$ cat src/rtl/dtt_pkg.sv
package dtt_pkg;

    localparam int BUS_W       = 32;
    localparam int IDX_W       = 3;
    localparam int MID_SHIFT   = 4;
    localparam int SLOW_SHIFT  = 8;

    localparam logic [IDX_W-1:0] IDX_RELOAD = 3'd0;
    localparam logic [IDX_W-1:0] IDX_COUNT  = 3'd1;
    localparam logic [IDX_W-1:0] IDX_CTRL   = 3'd2;
    localparam logic [IDX_W-1:0] IDX_PEND   = 3'd3;
    localparam logic [IDX_W-1:0] IDX_ALARM  = 3'd4;

    localparam logic [2:0] CODE_MID  = 3'd2;
    localparam logic [2:0] CODE_SLOW = 3'd4;

    typedef struct packed {
        logic       irq_en;
        logic       run;
        logic       auto_rl;
        logic [2:0] div_code;
        logic       pulse_mode;
    } ctrl_t;

    function automatic ctrl_t ctrl_unpack(logic [BUS_W-1:0] w);
        ctrl_t c;
        c.irq_en     = w[8];
        c.run        = w[7];
        c.auto_rl    = w[6];
        c.div_code   = w[3:1];
        c.pulse_mode = w[0];
        return c;
    endfunction

    function automatic logic [BUS_W-1:0] ctrl_pack(ctrl_t c);
        logic [BUS_W-1:0] w;
        w      = '0;
        w[8]   = c.irq_en;
        w[7]   = c.run;
        w[6]   = c.auto_rl;
        w[3:1] = c.div_code;
        w[0]   = c.pulse_mode;
        return w;
    endfunction

endpackage

$ cat src/rtl/dtt_prescaler.sv
module dtt_prescaler
    import dtt_pkg::*;
#(
    parameter int DIV_W = SLOW_SHIFT
) (
    input  logic       clk,
    input  logic       rst_n,
    input  logic       run,
    input  logic       restart,
    input  logic [2:0] div_code,
    output logic       tick
);
    localparam logic [DIV_W-1:0] LIM_MID  = DIV_W'((1 << MID_SHIFT) - 1);
    localparam logic [DIV_W-1:0] LIM_SLOW = DIV_W'((1 << SLOW_SHIFT) - 1);

    logic [DIV_W-1:0] cnt_d, cnt_q;
    logic [DIV_W-1:0] limit;

    always_comb begin
        case (div_code)
            CODE_MID:  limit = LIM_MID;
            CODE_SLOW: limit = LIM_SLOW;
            default:   limit = '0;
        endcase
        tick = run && (cnt_q == limit);
        if (restart || !run || tick) begin
            cnt_d = '0;
        end else begin
            cnt_d = cnt_q + DIV_W'(1);
        end
    end

    always_ff @(posedge clk or negedge rst_n) begin
        if (!rst_n) begin
            cnt_q <= '0;
        end else begin
            cnt_q <= cnt_d;
        end
    end

endmodule

$ cat src/rtl/dtt_channel.sv
module dtt_channel
    import dtt_pkg::*;
#(
    parameter int W         = 32,
    parameter bit HAS_ALARM = 1'b1
) (
    input  logic             clk,
    input  logic             rst_n,
    input  logic             wr_en,
    input  logic [IDX_W-1:0] reg_idx,
    input  logic [BUS_W-1:0] wdata,
    output logic [BUS_W-1:0] rdata,
    output logic             irq,
    output logic             pend_o,
    output logic             pulse_mode_o,
    output logic             irq_en_o
);
    typedef struct packed {
        logic [W-1:0] reload;
        logic [W-1:0] count;
        logic [W-1:0] alarm;
        ctrl_t        ctrl;
        logic         pend;
        logic         pulse;
    } state_t;

    state_t st_d, st_q;
    logic   tick;
    logic   ctrl_wr;
    logic   expire;
    logic   alarm_hit;
    logic   set_evt;
    logic [W-1:0] dec;

    assign ctrl_wr = wr_en && (reg_idx == IDX_CTRL);

    dtt_prescaler #(.DIV_W(SLOW_SHIFT)) u_presc (
        .clk      (clk),
        .rst_n    (rst_n),
        .run      (st_q.ctrl.run),
        .restart  (ctrl_wr),
        .div_code (st_q.ctrl.div_code),
        .tick     (tick)
    );

    always_comb begin
        st_d      = st_q;
        dec       = st_q.count - W'(1);
        expire    = tick && (st_q.count == W'(1));
        alarm_hit = HAS_ALARM && tick && (st_q.count != '0) && (dec == st_q.alarm);
        set_evt   = expire || alarm_hit;

        if (tick && (st_q.count != '0)) begin
            if (expire) begin
                st_d.count = st_q.ctrl.auto_rl ? st_q.reload : '0;
            end else begin
                st_d.count = dec;
            end
        end

        if (wr_en) begin
            case (reg_idx)
                IDX_RELOAD: begin
                    st_d.reload = wdata[W-1:0];
                    st_d.count  = wdata[W-1:0];
                end
                IDX_CTRL: st_d.ctrl = ctrl_unpack(wdata);
                IDX_PEND: begin
                    if (wdata[0]) begin
                        st_d.pend = 1'b0;
                    end
                end
                IDX_ALARM: begin
                    if (HAS_ALARM) begin
                        st_d.alarm = wdata[W-1:0];
                    end
                end
                default: ;
            endcase
        end

        if (set_evt) begin
            st_d.pend = 1'b1;
        end
        st_d.pulse = set_evt && !st_q.pend && st_q.ctrl.irq_en;
    end

    always_ff @(posedge clk or negedge rst_n) begin
        if (!rst_n) begin
            st_q <= '0;
        end else begin
            st_q <= st_d;
        end
    end

    always_comb begin
        rdata = '0;
        case (reg_idx)
            IDX_RELOAD: rdata[W-1:0] = st_q.reload;
            IDX_COUNT:  rdata[W-1:0] = st_q.count;
            IDX_CTRL:   rdata = ctrl_pack(st_q.ctrl);
            IDX_PEND:   rdata[0] = st_q.pend;
            IDX_ALARM: begin
                if (HAS_ALARM) begin
                    rdata[W-1:0] = st_q.alarm;
                end
            end
            default: ;
        endcase
    end

    assign irq          = st_q.ctrl.irq_en && (st_q.ctrl.pulse_mode ? st_q.pulse : st_q.pend);
    assign pend_o       = st_q.pend;
    assign pulse_mode_o = st_q.ctrl.pulse_mode;
    assign irq_en_o     = st_q.ctrl.irq_en;

endmodule

$ cat src/rtl/dual_tick_timer.sv
module dual_tick_timer
    import dtt_pkg::*;
#(
    parameter int NARROW_W = 23,
    parameter int WIDE_W   = 32,
    parameter int ADDR_W   = 6
) (
    input  logic              clk,
    input  logic              rst_n,
    input  logic              bus_sel,
    input  logic              bus_we,
    input  logic [ADDR_W-1:0] bus_addr,
    input  logic [BUS_W-1:0]  bus_wdata,
    output logic [BUS_W-1:0]  bus_rdata,
    output logic [1:0]        irq
);
    localparam int NUM_CH  = 2;
    localparam int CH_BIT  = ADDR_W - 1;

    logic              acc_ok;
    logic [IDX_W-1:0]  idx;
    logic [BUS_W-1:0]  ch_rdata [NUM_CH];
    logic [NUM_CH-1:0] pend_w;
    logic [NUM_CH-1:0] pulse_w;
    logic [NUM_CH-1:0] ie_w;

    assign acc_ok = bus_sel && (bus_addr[1:0] == 2'b00);
    assign idx    = bus_addr[IDX_W+1:2];

    for (genvar g = 0; g < NUM_CH; g++) begin : g_ch
        localparam int W = (g == 0) ? NARROW_W : WIDE_W;
        logic wr_here;
        assign wr_here = acc_ok && bus_we && (bus_addr[CH_BIT] == 1'(g));

        dtt_channel #(
            .W         (W),
            .HAS_ALARM (g == 1)
        ) u_chan (
            .clk          (clk),
            .rst_n        (rst_n),
            .wr_en        (wr_here),
            .reg_idx      (idx),
            .wdata        (bus_wdata),
            .rdata        (ch_rdata[g]),
            .irq          (irq[g]),
            .pend_o       (pend_w[g]),
            .pulse_mode_o (pulse_w[g]),
            .irq_en_o     (ie_w[g])
        );
    end

    assign bus_rdata = acc_ok ? ch_rdata[bus_addr[CH_BIT]] : '0;

endmodule

$ cat config.mk
export PLATFORM = sky130hd
export DESIGN_NAME = dual_tick_timer
export DESIGN_NICKNAME = d
export VERILOG_FILES = /design/src/rtl/dtt_pkg.sv /design/src/rtl/dtt_prescaler.sv /design/src/rtl/dtt_channel.sv /design/src/rtl/dual_tick_timer.sv
export SDC_FILE = /design/constraint.sdc
export NUM_CORES = 1
export LEC_CHECK = 0
export ABC_AREA = 1
export BUFFER_PORTS_ARGS = -buffer_cell sky130_fd_sc_hd__buf_2
export CELL_PAD_IN_SITES_DETAIL_PLACEMENT = 1
export CELL_PAD_IN_SITES_GLOBAL_PLACEMENT = 2
export CORE_ASPECT_RATIO = 1.2
export CORE_MARGIN = 2
export CORE_UTILIZATION = 24
export DETAILED_ROUTE_END_ITERATION = 12
export PLACE_DENSITY_LB_ADDON = 0.3
export SYNTH_ARGS = -nofsm -noshare
export SYNTH_HDL_FRONTEND = slang
export SYNTH_HIERARCHICAL = 1
export SYNTH_SLANG_ARGS = --single-unit
$ cat constraint.sdc
create_clock -name clk -period 2 [get_ports clk]
set_input_delay 0.2 -clock clk [delete_from_list [all_inputs] [get_ports clk]]
set_output_delay 0.2 -clock clk [all_outputs]
set_load 0.01 [all_outputs]
==> results of run 1 <==
==> metrics by stage <==
| step | power (uW) | worst slack (ns) |
|---|---|---|
| 6_report | 17120 | -0.3277 |
| 3_5_place_dp | 11700 | -0.9601 |
| 4_1_cts | 16190 | -0.3037 |
| 5_1_grt | 18230 | -0.4289 |
| 3_3_place_gp | 11620 | -0.9138 |
| 2_1_floorplan | 8579 | 0.01486 |
==> power groups by stage <==
stage / Clock, uW / Combinational [uW] / Sequential, uW
after floorplan: 0 / 3530 / 5050
after global placement: 0 / 6430 / 5190
after detailed placement: 0 / 6490 / 5210
after CTS: 3740 / 7230 / 5220
after global routing: 3850 / 9030 / 5350
final: 3620 / 8250 / 5260
==> layout make-up <==
cell class	count	area, sq um	area share [%]
sequential	176	4420	24.88
timing repair buffer	365	3177	17.88
clock buffer	17	425.4	2.394
clock inverter	15	176.4	0.9928
inverter	255	980.9	5.520
tap	644	805.8	4.535
multi-input combinational	1310	7784	43.80
==> logic make-up (layout without fill, tap and decap cells) <==
group | Yosys count | in the layout | synth area share [%]
AND/OR/NAND/NOR | 957 | 957 | 34.21
buffers and inverters | 335 | 652 | 11.74
AO/OA/AOI/OAI | 311 | 311 | 14.52
flip-flops | 176 | 176 | 36.20
XOR/XNOR | 25 | 25 | 2.499
adder cells (fa/ha/maj) | 6 | 6 | 0.6170
multiplexers | 2 | 2 | 0.1851
other | 1 | 9 | 0.03082
==> layout by cell type (no fill, tap or decap), types with 5 or more instances in the layout <==
master,synthesis,layout
sky130_fd_sc_hd__nand2_1,487,405
sky130_fd_sc_hd__nor2_1,279,215
sky130_fd_sc_hd__inv_1,237,211
sky130_fd_sc_hd__buf_4,13,206
sky130_fd_sc_hd__dfrtp_1,176,163
sky130_fd_sc_hd__o21ai_0,127,95
sky130_fd_sc_hd__buf_2,17,74
sky130_fd_sc_hd__a21oi_1,76,66
sky130_fd_sc_hd__nand2_2,13,62
sky130_fd_sc_hd__nand3_1,106,59
sky130_fd_sc_hd__nor2_2,17,56
sky130_fd_sc_hd__nand3_2,9,50
sky130_fd_sc_hd__buf_6,12,40
sky130_fd_sc_hd__o21ai_1,32,40
sky130_fd_sc_hd__nor2_4,13,38
sky130_fd_sc_hd__nand2_4,6,36
sky130_fd_sc_hd__inv_2,6,30
sky130_fd_sc_hd__buf_12,0,25
sky130_fd_sc_hd__clkbuf_16,0,23
sky130_fd_sc_hd__o21ai_2,0,23
sky130_fd_sc_hd__o221ai_1,33,17
sky130_fd_sc_hd__o22ai_1,18,15
sky130_fd_sc_hd__dfrtp_2,0,13
sky130_fd_sc_hd__o221ai_2,0,12
sky130_fd_sc_hd__xor2_1,11,11
sky130_fd_sc_hd__nand4_1,10,10
sky130_fd_sc_hd__a21oi_2,0,10
sky130_fd_sc_hd__dlygate4sd3_1,0,10
sky130_fd_sc_hd__conb_1,1,9
sky130_fd_sc_hd__nand3_4,2,8
sky130_fd_sc_hd__xnor2_1,8,8
sky130_fd_sc_hd__a31oi_1,10,8
sky130_fd_sc_hd__nand3b_1,7,7
sky130_fd_sc_hd__clkinv_1,12,6
sky130_fd_sc_hd__inv_4,0,6
sky130_fd_sc_hd__ha_1,6,5
==> layer usage <==
layer | share of wire (%) | track usage (%) | vias up | routed length, microns
met2 | 53 | 37.94 | 127 | 28610
met3 | 2.0 | 1.893 | 62 | 1074
met1 | 42 | 23.42 | 6404 | 22550
met4 | 3.2 | 7.720 | 0 | 1700
li1 | - | - | 6381 | -
met5 | 0 | 0 | - | 0
==> state kept, by name, indices dropped and copies added, names as in the netlist <==
name / cells
g_ch.u_chan/u_presc/cnt_q: 16
g_ch.u_chan/st_q: 154
g_ch.u_chan/pend_o: 2
g_ch.u_chan/pulse_mode_o: 2
g_ch.u_chan/irq_en_o: 2
==> worst max path at each step <==
stage,startpoint,to,cells after the start
finish,g_ch[1].u_chan/st_q[43]$_DFF_PN0_,g_ch[1].u_chan/st_q[0]$_DFF_PN0_,15
global route,g_ch[1].u_chan/st_q[46]$_DFF_PN0_,g_ch[1].u_chan/st_q[0]$_DFF_PN0_,14
CTS,g_ch[1].u_chan/st_q[42]$_DFF_PN0_,g_ch[1].u_chan/st_q[0]$_DFF_PN0_,17
detailed placement,g_ch[1].u_chan/st_q[41]$_DFF_PN0_,g_ch[1].u_chan/st_q[0]$_DFF_PN0_,17
global placement,g_ch[1].u_chan/st_q[42]$_DFF_PN0_,g_ch[1].u_chan/st_q[0]$_DFF_PN0_,17
floorplan,g_ch[1].u_chan/st_q[41]$_DFF_PN0_,g_ch[1].u_chan/st_q[64]$_DFF_PN0_,11
==> timing repair <==
| action | in CTS | in global routing |
|---|---|---|
| hold buffers | 10 | 0 |
| gates resized for setup | 242 | 233 |
| buffers inserted | 16 | 39 |
| setup endpoints to repair | 77 | 84 |
| pin swaps | 90 | 125 |
| endpoints found under the hold margin | 72 | 0 |
| cloned | 1 | 9 |
==> worst min-delay path: cells and delay by family <==
family                 cells  cell delay, ns
buffers and inverters      1            0.13
AND/OR/NAND/NOR            2            0.13
==> flow_summary.yaml, run 1 <==
critical_path:
  rr_worst_depth: 15
  required_time_at_the_worst_slack_endpoint_ns: 2.40
  slowest_delay_ns: 0.44
  crit-reg2reg-launch: "g_ch[1].u_chan/st_q[43]$_DFF_PN0_"
  setup.worst_path.end_class: "flop"
  criticalPathCategory: "reg -> reg"
  ff2ff_setup_slack_ns: -0.33
  cell_repeated_most_along_the_worst_path: "sky130_fd_sc_hd__nor2_4"
  crit_family: "simple AND/OR/NAND/NOR gates"
  start_kind: "flop"
  path_max_fanout: 5
  cp_buf_inv_count: 2
  worstReg2RegEnd: "g_ch[1].u_chan/st_q[0]$_DFF_PN0_"
  cp_cell_instances: "buf_6 -> nor2_4 -> nand2_8 -> nor2_4 -> buf_6 -> nand3b_1 -> nand3_2 -> nand3_2 -> nor2_2 -> nand2_2 -> nor2_4 -> nand3_4 -> nor2_4 -> nor2_4 -> nor2_1"
  crit_path_top_delay_cell: "sky130_fd_sc_hd__dfrtp_2"
  arrival_ns: 2.73
cts:
  clock_insertion_delay_worst_skew_ns: 0.48
  cts-root-buf: "sky130_fd_sc_hd__clkbuf_16"
  cts_buffers: 17
  tritoncts_clock_tree: "done"
  cts-htree-levels: 4
  clock_sink_count: 176
  clock_buffer_depth: 2
  cts.clk_slew.worst_paths_ns: 0.08
timing:
  totalNegativeSetupSlack_ns: -8.604
  setup-violations-final: 62
  hold_slack_ns: 0.02428
  fmax_ghz: 0.4296
  slew_viol_final: 0
  setup_ws_ns: -0.3277
  unrepaired_setup_endpoints_after_global_routing: "yes"
  min_period_ns: 2.328
  hold_viol_final: 0
  max-slew-margin-rel_pct: 64.42
  fin_crit_sh_pct: 116.4
  worst_slew_pin_slew_ns: 0.5336
  timing.clock.skew_ns: 0.01328
synth:
  yosys.area.top_type_share_pct: 36.20
  synth.ff_latch_count: 176
  yosysWarnings: 6
  yosys.area.top_type: "sky130_fd_sc_hd__dfrtp_1"
  most_frequently_used_cell_type_in_the_post_synthesis_netlist: "sky130_fd_sc_hd__nand2_1"
  synth_cells: 1813
  seq_total_area_yosys_pct: 36.20
  synth-edff-count: 0
  ys_async_sr_fraction_pct: 100.0
  ys.flop_type: "sky130_fd_sc_hd__dfrtp_1"
  syn-cell-area_sq_um: 12170
  cell_types_occupying_the_most_area_after_synthesis: "sky130_fd_sc_hd__dfrtp_1 (36%), sky130_fd_sc_hd__nand2_1 (15%), sky130_fd_sc_hd__nor2_1 (8.6%), sky130_fd_sc_hd__inv_1 (7.3%), sky130_fd_sc_hd__o21ai_0 (5.2%)"
  netlist_top_cells_count: "sky130_fd_sc_hd__nand2_1 (487), sky130_fd_sc_hd__nor2_1 (279), sky130_fd_sc_hd__inv_1 (237)"
  ys_types: 46
  postSynthAreaPerCell_sq_um: 6.711
floorplanning:
  design.core.area_sq_um: 50220
  initial_core_util_pct: 24.23
  die_w_microns: 209.5
  design.die.area_sq_um: 52520
  die_h_microns: 250.7
  placementRows: 90
  io_pins: 76
place:
  detailed_place_hpwl_microns: 39360
  portBuffers: 75
  placement.cell_area_sq_um: 14900
  place_inst: 2686
  globalplace.congestion: 0.8299
hold_path:
  worstHoldEndpoint: "g_ch[0].u_chan/st_q[36]$_DFF_PN0_"
  min_path_cells: 3
  hold_class: "in -> reg"
  timing.hold.worst.start: "bus_wdata[4]"
global_routing:
  antenna_found_initial: 0
  grt_first_pass_wirelength_microns: 80850
  grt_util_all_layers_pct: 20.15
  grt_pass1_vias: 14030
  overflow: 0
  grt_start_max_net_pins: 70
finish:
  antennaDiodeCount: 0
  areaGrowthSynthToFinish_pct: 46.04
  final_net_count: 2173
  postLayoutCoreUtil_pct: 35.38
  num-fill-cells: 6150
  design_area_sq_um: 17770
  share_of_post_route_cells_with_drive_strength_above_1_pct: 36.01
  final-instance-count-excl-fill: 2782
power_and_ir_drop:
  worst_ir_drop_vdd_mv: 0.6667
  p_seq_share_pct: 30.7
  combinationalPowerShare_pct: 48.2
  switching_share_pct: 41.89
  power.density_nw_per_um2: 963.4
  internal-power_uw: 9949
  power.share.clock_pct: 21.1
  total_switching_power_uw: 7171
  power.leakage_uw: 0.008452
run_status:
  status: "complete, but fails checks"
  violations_in_the_final_reports: "setup timing"
flow_run:
  maxCapViolations: 0
drt:
  totalWireLength_microns: 53930
  router_iterations_before_antenna_repair: 5
  route.vias.total: 12970
  vias_per_cell: 4.664
  drc: 0
  drtAntennaViolNets: 0
  detailedRoute.firstIterationViolations: 573
  detail_route.wl_per_cell_microns: 19.38
No activity file was read; power rests on OpenSTA's default activity.
==> run 2, diff against run 1 <==
--- a/config.mk
+++ b/config.mk
@@ -11,7 +11,7 @@
 export CELL_PAD_IN_SITES_GLOBAL_PLACEMENT = 2
 export CORE_ASPECT_RATIO = 1.2
 export CORE_MARGIN = 2
-export CORE_UTILIZATION = 24
+export CORE_UTILIZATION = 31
 export DETAILED_ROUTE_END_ITERATION = 12
 export PLACE_DENSITY_LB_ADDON = 0.3
 export SYNTH_ARGS = -nofsm -noshare
==> run 2 against run 1 <==
  * The flow still finishes with violations (setup timing)
  * Flip-flop and latch count is the same
  * Final area down 4.7%
  * Critical endpoint unchanged
  * Clock power grew 2%
  * Sequential share of layout area up 1.2 points
  * Critical path type unchanged
  * Setup slack about the same
==> flow_summary.yaml, run 2 (same netlist as run 1, synthesis figures left out) <==
cts:
  cts-htree-levels: 4
  clock_sink_count: 176
  cts_buffers: 17
  cts.clk_slew.worst_paths_ns: 0.08
  cts-root-buf: "sky130_fd_sc_hd__clkbuf_16"
  tritoncts_clock_tree: "done"
  clock_buffer_depth: 2
  clock_insertion_delay_worst_skew_ns: 0.46
drt:
  detail_route.wl_per_cell_microns: 19.27
  totalWireLength_microns: 50830
  detailedRoute.firstIterationViolations: 690
  route.vias.total: 13200
  vias_per_cell: 5.006
  drc: 0
  drtAntennaViolNets: 0
  router_iterations_before_antenna_repair: 4
run_status:
  status: "complete, but fails checks"
  violations_in_the_final_reports: "setup timing"
critical_path:
  start_kind: "flop"
  arrival_ns: 2.73
  slowest_delay_ns: 0.43
  crit_path_top_delay_cell: "sky130_fd_sc_hd__dfrtp_1"
  setup.worst_path.end_class: "flop"
  path_max_fanout: 5
  required_time_at_the_worst_slack_endpoint_ns: 2.40
  criticalPathCategory: "reg -> reg"
  cell_repeated_most_along_the_worst_path: "sky130_fd_sc_hd__nor2_2"
  cp_cell_instances: "buf_6 -> nor2_4 -> nand2_4 -> nor2_8 -> buf_12 -> buf_4 -> nand3_1 -> nand3_1 -> nand2_1 -> nor2_2 -> nand2_1 -> nor2_2 -> nand3_2 -> nor2_4 -> nor2_2 -> nor2_1"
finish:
  share_of_post_route_cells_with_drive_strength_above_1_pct: 31.88
  areaGrowthSynthToFinish_pct: 39.20
  final_net_count: 2146
  largest_register_ffs: 154
  top_regs: "g_ch.u_chan/st_q: 154 flops, g_ch.u_chan/u_presc/cnt_q: 16 flops"
  antennaDiodeCount: 0
  final-instance-count-excl-fill: 2637
  num-fill-cells: 4886
  commonest_non_fill_non_tap_cell_in_the_layout: "sky130_fd_sc_hd__nand2_1"
  final_cell_mix: "sky130_fd_sc_hd__nand2_1 (425), sky130_fd_sc_hd__nor2_1 (235), sky130_fd_sc_hd__inv_1 (216)"
  registers.top_by_ff_count: "g_ch.u_chan/st_q"
  postLayoutCoreUtil_pct: 43.71
place:
  place_inst: 2554
  globalplace.congestion: 0.8588
  detailed_place_hpwl_microns: 36460
  portBuffers: 75
power_and_ir_drop:
  power.density_nw_per_um2: 979.7
  power.share.clock_pct: 22.3
  combinationalPowerShare_pct: 45.6
  internal-power_uw: 9825
  total_switching_power_uw: 6769
  p_seq_share_pct: 32.1
  switching_share_pct: 40.79
  total_power_uw: 16590
  power.leakage_uw: 0.008186
  worst_ir_drop_vdd_mv: 0.6815
floorplanning:
  design.die.area_sq_um: 40860
  die_w_microns: 184.9
  die_h_microns: 221.0
  design.core.area_sq_um: 38750
  io_pins: 76
  initial_core_util_pct: 31.40
  placementRows: 79
global_routing:
  grt_util_all_layers_pct: 25.20
  antenna_found_initial: 0
  grt_pass1_vias: 14320
  grt_start_max_net_pins: 70
  grt_first_pass_wirelength_microns: 79540
  overflow: 0
timing:
  fmax_ghz: 0.4296
  hold_viol_final: 0
  setup_ws_ns: -0.3279
  slew_viol_final: 0
  worst_slew_pin_slew_ns: 0.5953
  unrepaired_setup_endpoints_after_global_routing: "yes"
  fin_crit_sh_pct: 116.4
  totalNegativeSetupSlack_ns: -11.61
  hold_slack_ns: 0.03945
  max-slew-margin-rel_pct: 60.31
  setup-violations-final: 59
  min_period_ns: 2.328
  timing.clock.skew_ns: 0.009750
flow_run:
  maxCapViolations: 0
hold_path:
  hold_class: "in -> reg"
run 2: worst max-delay path, delay by kind of cell, from the launching register on:
family | cells | cell delay [ns]
flip-flops | 1 | 0.43
AND/OR/NAND/NOR | 13 | 1.48
buffers and inverters | 3 | 0.35
run 2: cell type report:
type                    instances  area, sq um  area share, %
multi-input cells            1310         7373          43.53
flip-flops and latches        176         4422          26.11
repair buffers                338         2888          17.05
inverters                     255        973.4          5.747
well taps                     526        658.1          3.886
clock buffers                  22        474.2          2.800
clock inverters                10        148.9         0.8791
run 2: final timing paths:
kind | from | endpoint | slack (ns) | cells after the start
worst min register to register | g_ch[0].u_chan/pend_o$_DFFE_PN0P_ | g_ch[0].u_chan/st_q[0]$_DFF_PN0_ | 0.46 | 1
max in group asynchronous | rst_n | g_ch[0].u_chan/st_q[49]$_DFF_PN0_ | 0.96 | 3
worst max-delay path | g_ch[1].u_chan/st_q[47]$_DFF_PN0_ | g_ch[1].u_chan/st_q[0]$_DFF_PN0_ | -0.33 | 16
min in group asynchronous | rst_n | g_ch[1].u_chan/st_q[0]$_DFF_PN0_ | 0.31 | 2
worst min-delay path | bus_wdata[14] | g_ch[0].u_chan/st_q[46]$_DFF_PN0_ | 0.04 | 3
worst max register to register | g_ch[1].u_chan/st_q[47]$_DFF_PN0_ | g_ch[1].u_chan/st_q[0]$_DFF_PN0_ | -0.33 | 16
run 2: repair_timing:
| item | 4_1_cts | 5_1_grt |
|---|---|---|
| gates cloned | 5 | 2 |
| hold buffers | 10 | 0 |
| endpoints found under the setup margin | 67 | 85 |
| pin swaps | 73 | 62 |
| buffers inserted | 26 | 15 |
| resized for setup | 207 | 142 |
| hold endpoints to repair | 73 | 0 |
run 2: routing by layer:
metal	part of all wire [%]	vias up	wire length (microns)	track usage, %
met5	0	-	0	0
met4	3.3	0	1655	9.985
met3	1.9	92	983	2.090
met2	52	203	26670	45.67
met1	42	6586	21520	30.51
li1	-	6319	-	-
run 2: metrics by stage:
stage          setup WS (ns)  cell area [sq um]
2_1_floorplan        0.01486              12200
3_3_place_gp         -0.4445              14650
3_5_place_dp         -0.4944              14650
4_1_cts              -0.2589              16370
5_1_grt              -0.4492              16940
6_report             -0.3279              16940
run 2: power groups by stage:
| stage | combinational (uW) | sequential, uW | clock, uW |
|---|---|---|---|
| after floorplan | 3530 | 5050 | 0 |
| after global placement | 6120 | 5230 | 0 |
| after detailed placement | 6270 | 5270 | 0 |
| after CTS | 7100 | 5260 | 3780 |
| after global routing | 8300 | 5420 | 3910 |
| final | 7570 | 5320 | 3700 |
